`src/rtl/blkxfer_pkg.sv`:
```
package blkxfer_pkg;

  typedef enum logic [1:0] {
    AM_DA = 2'b00,
    AM_IA = 2'b01,
    AM_DB = 2'b10,
    AM_IB = 2'b11
  } amode_e;

  typedef enum logic [1:0] {
    SQ_IDLE = 2'd0,
    SQ_MOVE = 2'd1,
    SQ_FIN  = 2'd2
  } seq_st_e;

  function automatic logic am_up(input logic [1:0] m);
    return m[0];
  endfunction

  function automatic logic am_before(input logic [1:0] m);
    return m[1];
  endfunction

endpackage

```
`src/rtl/blkxfer_pick.sv`:
```
// Selects the next pending register: lowest set bit when walking up,
// highest set bit when walking down.
module blkxfer_pick #(
  parameter int NREG = 16,
  parameter int IDXW = $clog2(NREG)
) (
  input  logic [NREG-1:0] pend,
  input  logic            up,
  output logic            any,
  output logic [IDXW-1:0] idx
);
  always_comb begin
    any = |pend;
    idx = '0;
    if (up) begin
      for (int i = NREG - 1; i >= 0; i--) begin
        if (pend[i]) idx = IDXW'(i);
      end
    end else begin
      for (int i = 0; i < NREG; i++) begin
        if (pend[i]) idx = IDXW'(i);
      end
    end
  end
endmodule

```
`src/rtl/blkxfer_addr.sv`:
```
// Address arithmetic: first address, per-step update, writeback value
// and word alignment of the issued address.
module blkxfer_addr
  import blkxfer_pkg::*;
#(
  parameter int XLEN = 32,
  parameter int STEP = 4
) (
  input  logic [1:0]      start_mode,
  input  logic [XLEN-1:0] base,
  input  logic [1:0]      run_mode,
  input  logic [XLEN-1:0] run_addr,
  output logic [XLEN-1:0] start_addr,
  output logic [XLEN-1:0] next_addr,
  output logic [XLEN-1:0] wb_addr,
  output logic [XLEN-1:0] issue_addr
);
  localparam logic [XLEN-1:0] STEPV = XLEN'(STEP);
  localparam logic [XLEN-1:0] ALIGN_MASK = ~(STEPV - XLEN'(1));

  function automatic logic [XLEN-1:0] f_start(input logic [XLEN-1:0] b,
                                              input logic [1:0] m);
    if (!am_before(m)) return b;
    return am_up(m) ? b + STEPV : b - STEPV;
  endfunction

  function automatic logic [XLEN-1:0] f_next(input logic [XLEN-1:0] a,
                                             input logic [1:0] m);
    return am_up(m) ? a + STEPV : a - STEPV;
  endfunction

  // Undo the pre-offset of the before-modes on the final running address.
  function automatic logic [XLEN-1:0] f_wb(input logic [XLEN-1:0] a,
                                           input logic [1:0] m);
    if (!am_before(m)) return a;
    return am_up(m) ? a - STEPV : a + STEPV;
  endfunction

  function automatic logic [XLEN-1:0] f_align(input logic [XLEN-1:0] a);
    return a & ALIGN_MASK;
  endfunction

  assign start_addr = f_start(base, start_mode);
  assign next_addr  = f_next(run_addr, run_mode);
  assign wb_addr    = f_wb(run_addr, run_mode);
  assign issue_addr = f_align(run_addr);
endmodule

```
`src/rtl/blkxfer_seq.sv`:
```
module blkxfer_seq
  import blkxfer_pkg::*;
#(
  parameter int XLEN     = 32,
  parameter int NREG     = 16,
  parameter int BASE_LSB = 16
) (
  input  logic                     clk,
  input  logic                     rst_n,
  input  logic                     start,
  input  logic [XLEN-1:0]          instr,
  input  logic [1:0]               mode,
  input  logic                     is_load,
  input  logic                     wback_en,
  input  logic                     user_bank,
  input  logic [XLEN-1:0]          base_val,
  output logic                     busy,
  output logic                     done,
  output logic                     sys_bank,
  output logic                     pc_reload,
  output logic                     mem_req,
  output logic                     mem_we,
  output logic [XLEN-1:0]          mem_addr,
  output logic [XLEN-1:0]          mem_wdata,
  input  logic                     mem_ack,
  input  logic [XLEN-1:0]          mem_rdata,
  output logic [$clog2(NREG)-1:0]  rf_raddr,
  input  logic [XLEN-1:0]          rf_rdata,
  output logic                     rf_we,
  output logic [$clog2(NREG)-1:0]  rf_waddr,
  output logic [XLEN-1:0]          rf_wdata
);
  localparam int IDXW = $clog2(NREG);

  seq_st_e         st_q;
  logic [NREG-1:0] pend_q;
  logic [XLEN-1:0] run_q;
  logic [IDXW-1:0] bidx_q;
  logic [1:0]      mode_q;
  logic            load_q, wb_q, user_q, pcl_q, bank_q;

  // Named internal events
  logic            accept, in_move, in_fin, move_end, xfer_fire;
  logic [NREG-1:0] list_in;
  logic [IDXW-1:0] bidx_in;
  logic            sel_any;
  logic [IDXW-1:0] sel_idx;
  logic [XLEN-1:0] start_addr, next_addr, wb_addr, issue_addr;
  logic            unused_instr_hi;

  assign list_in         = instr[NREG-1:0];
  assign bidx_in         = instr[BASE_LSB +: IDXW];
  assign unused_instr_hi = ^instr[XLEN-1:BASE_LSB+IDXW];

  assign accept   = start && (st_q == SQ_IDLE);
  assign in_move  = (st_q == SQ_MOVE);
  assign in_fin   = (st_q == SQ_FIN);
  assign move_end = in_move && !sel_any;

  blkxfer_pick #(.NREG(NREG), .IDXW(IDXW)) u_pick (
    .pend (pend_q),
    .up   (am_up(mode_q)),
    .any  (sel_any),
    .idx  (sel_idx)
  );

  blkxfer_addr #(.XLEN(XLEN), .STEP(4)) u_addr (
    .start_mode (mode),
    .base       (base_val),
    .run_mode   (mode_q),
    .run_addr   (run_q),
    .start_addr (start_addr),
    .next_addr  (next_addr),
    .wb_addr    (wb_addr),
    .issue_addr (issue_addr)
  );

  always_ff @(posedge clk) begin
    if (!rst_n) begin
      st_q   <= SQ_IDLE;
      pend_q <= '0;
      run_q  <= '0;
      bidx_q <= '0;
      mode_q <= '0;
      load_q <= 1'b0;
      wb_q   <= 1'b0;
      user_q <= 1'b0;
      pcl_q  <= 1'b0;
      bank_q <= 1'b0;
    end else begin
      case (st_q)
        SQ_IDLE: begin
          if (accept) begin
            pend_q <= list_in;
            run_q  <= start_addr;
            bidx_q <= bidx_in;
            mode_q <= mode;
            load_q <= is_load;
            wb_q   <= wback_en;
            user_q <= user_bank;
            pcl_q  <= is_load && list_in[NREG-1];
            bank_q <= user_bank;
            st_q   <= SQ_MOVE;
          end
        end
        SQ_MOVE: begin
          if (xfer_fire) begin
            pend_q[sel_idx] <= 1'b0;
            run_q           <= next_addr;
          end
          if (move_end) begin
            bank_q <= 1'b0;
            st_q   <= SQ_FIN;
          end
        end
        default: begin
          st_q <= SQ_IDLE;
        end
      endcase
    end
  end

  assign busy      = (st_q != SQ_IDLE);
  assign done      = in_fin;
  assign sys_bank  = bank_q;
  assign pc_reload = in_fin && pcl_q;

  assign mem_req   = in_move && sel_any;
  assign mem_we    = mem_req && !load_q;
  assign mem_addr  = issue_addr;
  assign mem_wdata = rf_rdata;
  assign xfer_fire = mem_req && mem_ack;

  assign rf_raddr  = sel_idx;
  assign rf_we     = (xfer_fire && load_q) || (in_fin && wb_q);
  assign rf_waddr  = in_fin ? bidx_q : sel_idx;
  assign rf_wdata  = in_fin ? wb_addr : mem_rdata;
endmodule

```
`config.mk`:
```
export PLATFORM = sky130hd
export DESIGN_NAME = blkxfer_seq
export DESIGN_NICKNAME = d
export VERILOG_FILES = /design/src/rtl/blkxfer_pkg.sv /design/src/rtl/blkxfer_pick.sv /design/src/rtl/blkxfer_addr.sv /design/src/rtl/blkxfer_seq.sv
export SDC_FILE = /design/constraint.sdc
export NUM_CORES = 1
export LEC_CHECK = 0
export BUFFER_PORTS_ARGS = -buffer_cell sky130_fd_sc_hd__buf_2
export CAP_MARGIN = 20
export CORE_MARGIN = 3
export CORE_UTILIZATION = 30
export DETAILED_ROUTE_END_ITERATION = 6
export PLACE_DENSITY = 0.5
export SLEW_MARGIN = 20
export SYNTH_ARGS = -nofsm -noshare
export SYNTH_HDL_FRONTEND = slang
export SYNTH_SLANG_ARGS = --single-unit
```
`constraint.sdc`:
```
create_clock -name clk -period 5.8 [get_ports clk]
set_clock_uncertainty 0.05 [all_clocks]
set_input_delay 0.58 -clock clk [delete_from_list [all_inputs] [get_ports clk]]
set_output_delay 0.58 -clock clk [all_outputs]
set_load 0.03 [all_outputs]
```
==> run_results.csv, run 1 <==
group,metric,value,unit
worst_setup_path,path_class,"reg -> out",
floorplanning,die_h,160.9,um
pwr,total_power,2.210,mW
global_routing,grt-ovfl-total,0,
sta,clock.fmax,240.7,MHz
final_layout,fin_nets,1317,
cts,post_cts_resized,0,
worst_setup_path,slowest_stage,"dfxtp_1",
worst_setup_path,cpPeakStageDelay,610,ps
sta,period_share,71.62,%
placed_design,place_ws,1787,ps
logic_synthesis,synth_edf_count,0,
worst_setup_path,critPathLaunchType,"register",
floorplanning,start_util,30.59,%
worst_setup_path,crit_fanout,11,
sta,slew_viol_final,0,
placed_design,portBuffers,169,
worst_setup_path,critPathTopFamily,"simple AND/OR/NAND/NOR gates",
drt,vias,7684,
final_layout,layout-drive-gt1-share,18.80,%
pwr,cellPowerDensity,275.8,nW/um^2
cts,cts_tree,"done",
floorplanning,core_area,23540,um^2
worst_setup_path,cp.required,5170,ps
final_layout,fillers,2596,
final_layout,utilization,34.04,%
cts,clk_latency,340,ps
global_routing,grt_pass1_wl,38450,um
placed_design,dpl.hpwl,18830,um
sta,timing.slew.headroom,30.12,%
logic_synthesis,postSynthCellCount,1100,
worst_setup_path,worstPathCellList,"ha_1, inv_1, or3_1, nor4_1, nand2_1, nor3_1, a31oi_1, or3_1, a31oi_1, buf_2",
sta,tightest_slew,1048,ps
floorplanning,num_io_pins,248,
drt,ant_nets,0,
sta,post-route-min-period,4154,ps
worst_setup_path,crit_buf_inv,2,
worst_setup_path,worstRegToRegCells,7,
global_routing,antenna_found_initial,2,
logic_synthesis,yosysTopAreaCellShare,16.68,%
sta,finalSetupViolCount,0,
final_layout,syn_to_final_growth,11.29,%
logic_synthesis,ys_warn_count,0,
logic_synthesis,synth.area.top_cells,"dfxtp_1, nand2_1, a21oi_1",
placed_design,place_congestion,0.8631,
drt,first_iter_violations,536,
logic_synthesis,ys_types,73,
worst_setup_path,timing.rr.end,"run_q[18]",
logic_synthesis,synth_largest_area_cell,"dfxtp_1",
final_layout,finalInstanceArea,8014,um^2
logic_synthesis,ys_async_sr_fraction,0,%
worst_setup_path,rrSetupSlack,2500,ps
cts,clock_sinks,60,
logic_synthesis,syn_avg_cell_area,6.546,um^2
sta,setup_slack,1646,ps
logic_synthesis,yosysSeqAreaShare,16.68,%
drt,routedWlPerCell,16.83,um
floorplanning,placementRows,56,
cts,cts_setup_buffers,0,
worst_setup_path,critPathCapture,"rf_wdata[30]",
sta,grt_setup_unrepaired,"no",
flow_run,maxCapViolations,0,
cts,cts_buffers,9,
cts,cts_root_buf,"clkbuf_16",
global_routing,grt_pass1_vias,6866,
pwr,irDropWorstVdd,0.0001337,V
drt,drt-vias-per-instance,5.213,
logic_synthesis,netlist_area,7201,um^2
worst_setup_path,crit_cells,10,
pwr,cellLeakagePower,3.195,nW
cts,clk_pin_slew_worst_paths,60,ps
sta,setup_tns,0,ps
floorplanning,die_area,25900,um^2
cts,postCtsHoldBufs,0,
worst_setup_path,crit_arrival,3520,ps
cts,htree_num_levels,3,
placed_design,dpl_cell_area,7735,um^2
worst_setup_path,rr_startpoint,"pend_q[9]",
logic_synthesis,ys_seq_elements,60,
floorplanning,die_w,160.9,um
cts,cts_max_path_buffers,2,
min_path,min_path_type,"reg -> reg",
drt,routed_wl,24810,um
outcome,outcome,"complete, no violations",
worst_setup_path,crit_start,"run_q[2]",
sta,finalHoldViolCount,0,
global_routing,grt_max_degree,64,
logic_synthesis,synth_ff_type,"dfxtp_1",
global_routing,grt_use_total,18.29,%
worst_setup_path,critPathCaptureType,"output port",
drt,first_pass_iters,7,
drt,drc,0,
-- per-stage QoR --
stage	std cells	hold WS, ps
6_report	1474	408.5
5_1_grt	1474	424.7
4_1_cts	1473	407.2
3_5_place_dp	1457	398.9
3_3_place_gp	1457	390.6
2_1_floorplan	1101	377.3
-- registers in the layout (all words and copies together), names as in the netlist --
register	cells
st_q	2
pcl_q	1
run_q	32
wb_q	1
load_q	1
sys_bank	1
mode_q	2
pend_q	16
bidx_q	4
-- kinds of logic (layout without fill, tap and decap cells) --
group	Yosys count	count (layout)	synth area share [%]
and+or+nand+nor	440	440	28.65
other	1	3	0.05208
DFF	60	60	16.68
muxes	14	14	2.016
adders and majority gates	31	31	5.491
xor gates and xnor gates	53	53	6.446
AOI/OAI and AO/OA	338	338	28.60
buffers and inverters	163	216	12.06
-- worst min-delay path, stage by stage (launching register included) --
cell,delay (ps)
dfxtp_1,310
nand2_1,50
a21oi_1,50
-- worst min path at each step --
| stage | start | endpoint | slack, ps | depth (start not counted) |
|---|---|---|---|---|
| global route | run_q[0] | run_q[0] | 420 | 2 |
| floorplan | pcl_q | pcl_q | 380 | 2 |
| CTS | run_q[0] | run_q[0] | 410 | 2 |
| global placement | pcl_q | pcl_q | 390 | 2 |
| finish | run_q[0] | run_q[0] | 410 | 2 |
| detailed placement | bidx_q[3] | bidx_q[3] | 400 | 2 |
-- layout by cell type (no fill, tap or decap), types with 14 or more instances in the layout --
| cell | count |
|---|---|
| dfxtp_1 | 59 |
| nor2_1 | 107 |
| nand2_1 | 164 |
| nand4_1 | 14 |
| nor3_1 | 42 |
| nand3_1 | 26 |
| a311oi_1 | 17 |
| nor4_1 | 17 |
| inv_1 | 22 |
| a31oi_1 | 16 |
| xor2_1 | 37 |
| ha_1 | 30 |
| buf_2 | 169 |
| xnor2_1 | 16 |
| a21oi_1 | 108 |
| o21ai_0 | 105 |
-- synthesized netlist by cell type, drive strengths merged, types with 15 or more instances --
cell type and number:
a21oi 108, a311oi 17, a31oi 16, buf 82
clkbuf 58, dfxtp 60, ha 30, inv 23
nand2 164, nand3 26, nand4 15, nor2 108
nor3 45, nor4 18, o21ai 107, xnor2 16
xor2 37
-- where the power goes --
part	switching (mW)	internal [mW]	total, mW	leakage, nW
clock	0.216	0.290	0.506	0.132
combinational	0.738	0.375	1.11	2.57
sequential	0.125	0.466	0.591	0.494
-- layout make-up --
| cell class | instances | area, um^2 | area share (%) |
|---|---|---|---|
| clock buffer | 9 | 225.2 | 2.810 |
| timing repair buffer | 177 | 905.9 | 11.30 |
| clock inverter | 7 | 51.30 | 0.6401 |
| antenna | 1 | 2.502 | 0.03123 |
| multi-input combinational | 878 | 5141 | 64.15 |
| sequential | 60 | 1202 | 15.00 |
| inverter | 23 | 86.33 | 1.077 |
| tap | 319 | 399.1 | 4.980 |
-- per-layer routing --
| metal | GRT usage [%] | share of wire (%) | vias to the layer above | wire length [um] |
|---|---|---|---|---|
| met2 | 25.86 | 40 | 199 | 10020 |
| li1 | - | - | 3984 | - |
| met4 | 4.185 | 1.3 | 2 | 320 |
| met1 | 28.39 | 53 | 3476 | 13100 |
| met5 | 0 | 0.028 | - | 7 |
| met3 | 3.327 | 5.5 | 23 | 1366 |
(Power assumes the default switching activity.)
==> inputs of run 2 (changes only) <==
- clock period: 5.8 -> 4.2 ns (I/O delays scaled with it)
==> run 2 against run 1 <==
Against the previous run:
- register-to-register slack worse by 1400 ps
- largest cell class unchanged
- total power up 39%
- clock power up 38%
- global-route usage up 0.11 points
- critical path type unchanged
- first-iteration DRC count up 21%
- highest routed layer unchanged
- non-clock buffer count up 9
==> run_results.csv, run 2 (synthesis results as in run 1) <==
group,metric,value,unit
placed_design,place_inst,1466,
pwr,total_power,3.078,mW
cts,clk_pin_slew_worst_paths,60,ps
final_layout,reg.largest.list,"run_q x32, pend_q x16, bidx_q x4",
floorplanning,die_h,160.9,um
cts,cts_tree,"done",
cts,cts_setup_buffers,0,
final_layout,n_antenna_cell,0,
final_layout,layout_common_cells,"buf_2, nand2_1, a21oi_1",
sta,grt_setup_unrepaired,"no",
final_layout,largest_reg_flops,32,
worst_setup_path,critPathLaunchType,"register",
global_routing,grt_pass1_vias,6894,
final_layout,seqCellArea,1202,um^2
sta,setup_slack,338.9,ps
final_layout,layout_commonest_cell,"buf_2",
cts,postCtsHoldBufs,0,
pwr,irDropWorstVdd,0.0001753,V
pwr,sw_frac_of_total,48.60,%
final_layout,layout-drive-gt1-share,19.43,%
floorplanning,core_area,23540,um^2
drt,first_iter_violations,649,
sta,finalHoldViolCount,0,
global_routing,antenna_found_initial,1,
final_layout,finalInstanceArea,8092,um^2
worst_setup_path,crit_arrival,3390,ps
sta,tightest_slew,694.9,ps
drt,routed_wl,24830,um
pwr,p_switching,1.496,mW
sta,setup_tns,0,ps
final_layout,layout.cells.non_filler,1482,
worst_setup_path,path_class,"reg -> out",
global_routing,grt_use_total,18.40,%
cts,cts_root_buf,"clkbuf_16",
worst_setup_path,critPathCaptureType,"output port",
pwr,cellLeakagePower,3.244,nW
sta,clock.fmax,259.0,MHz
worst_setup_path,slowest_stage,"dfxtp_1",
min_path,min_path_type,"in -> reg",
final_layout,syn_to_final_growth,12.37,%
drt,ant_nets,0,
flow_run,maxCapViolations,0,
floorplanning,num_io_pins,248,
placed_design,portBuffers,169,
cts,cts_max_path_buffers,2,
pwr,p_comb_share,51.2,%
sta,post-route-min-period,3861,ps
sta,finalSetupViolCount,0,
drt,drt-vias-per-instance,5.225,
placed_design,dpl_cell_area,7815,um^2
placed_design,place_ws,479.2,ps
final_layout,fin_nets,1326,
worst_setup_path,cpPeakStageDelay,540,ps
placed_design,place_congestion,0.8447,
final_layout,regMostFlops,"run_q",
final_layout,fillers,2618,
drt,drc,0,
drt,routedWlPerCell,16.76,um
worst_setup_path,crit_fanout,10,
global_routing,grt_max_degree,67,
worst_setup_path,worstPathCellList,"ha_1, inv_1, or3_1, nor4_1, nand2_1, nor3_1, a31oi_1, or3_1, a31oi_1, buf_2",
floorplanning,placementRows,56,
worst_setup_path,cp.required,3730,ps
sta,slew_viol_final,0,
cts,clock_sinks,60,
floorplanning,die_w,160.9,um
worst_setup_path,critPathTopFamily,"simple AND/OR/NAND/NOR gates",
worst_setup_path,crit_buf_inv,2,
pwr,seq_power_share,26.1,%
drt,vias,7744,
cts,htree_num_levels,3,
cts,cts_buffers,9,
global_routing,grt-ovfl-total,0,
pwr,cellPowerDensity,380.4,nW/um^2
placed_design,dpl.hpwl,19090,um
sta,timing.slew.headroom,53.56,%
global_routing,grt_pass1_wl,38860,um
outcome,outcome,"complete, no violations",
worst_setup_path,rrSetupSlack,1100,ps
cts,post_cts_resized,0,
pwr,p_int,1.582,mW
drt,first_pass_iters,5,
cts,clk_latency,340,ps
floorplanning,die_area,25900,um^2
sta,period_share,91.93,%
pwr,p_clk_share,22.7,%
floorplanning,start_util,30.59,%
final_layout,multi_input_area,5141,um^2
==> run 2: cell types whose count changed in the layout (fill, tap and decap cells not counted), sizes merged <==
cell	change
diode	-1
buf	+9
==> run 2: path summary, 6_finish.rpt <==
| path | from | to | depth (start not counted) |
|---|---|---|---|
| setup / recovery | run_q[3] | rf_wdata[30] | 10 |
| hold / removal | wback_en | wb_q | 3 |
| setup reg to reg | pend_q[9] | pend_q[14] | 6 |
| hold reg to reg | bidx_q[1] | bidx_q[1] | 2 |
==> run 2: stage by stage <==
stage / hold WS [ps] / utilization, %
6_report: 270.8 / 34.37
5_1_grt: 272.2 / 34.37
4_1_cts: 259.2 / 34.37
3_5_place_dp: 397.4 / 33.20
3_3_place_gp: 389.7 / 33.20
2_1_floorplan: 377.3 / -
==> run 2: routing by layer <==
layer  share of wire (%)  vias to the layer above  global-route usage [%]
met3                 6.8                       22                   3.173
met4                0.93                        2                   3.246
li1                    -                     4000                       -
met5               0.028                        -                       0
met2                  41                      243                   26.63
met1                  52                     3477                   28.54
==> run 2: final cells by class <==
type | count | share of cell area [%]
timing repair buffer | 186 | 12.18
inverter | 23 | 1.067
tap | 319 | 4.933
multi-input combinational | 878 | 63.54
clock inverter | 7 | 0.6340
clock buffer | 9 | 2.783
sequential | 60 | 14.86
==> run 2: worst min-delay path, cell delays in order <==
cell	delay, ps
buf_2	90
nand2_1	50
a21oi_1	50
==> run 2: power groups by stage <==
stage	Clock (mW)	Combinational, mW	Sequential (mW)
final	0.699	1.57	0.804
after detailed placement	0	1.57	0.811
after floorplan	0	1.30	0.718
after global routing	0.733	1.74	0.823
after CTS	0.714	1.58	0.798
after global placement	0	1.56	0.810
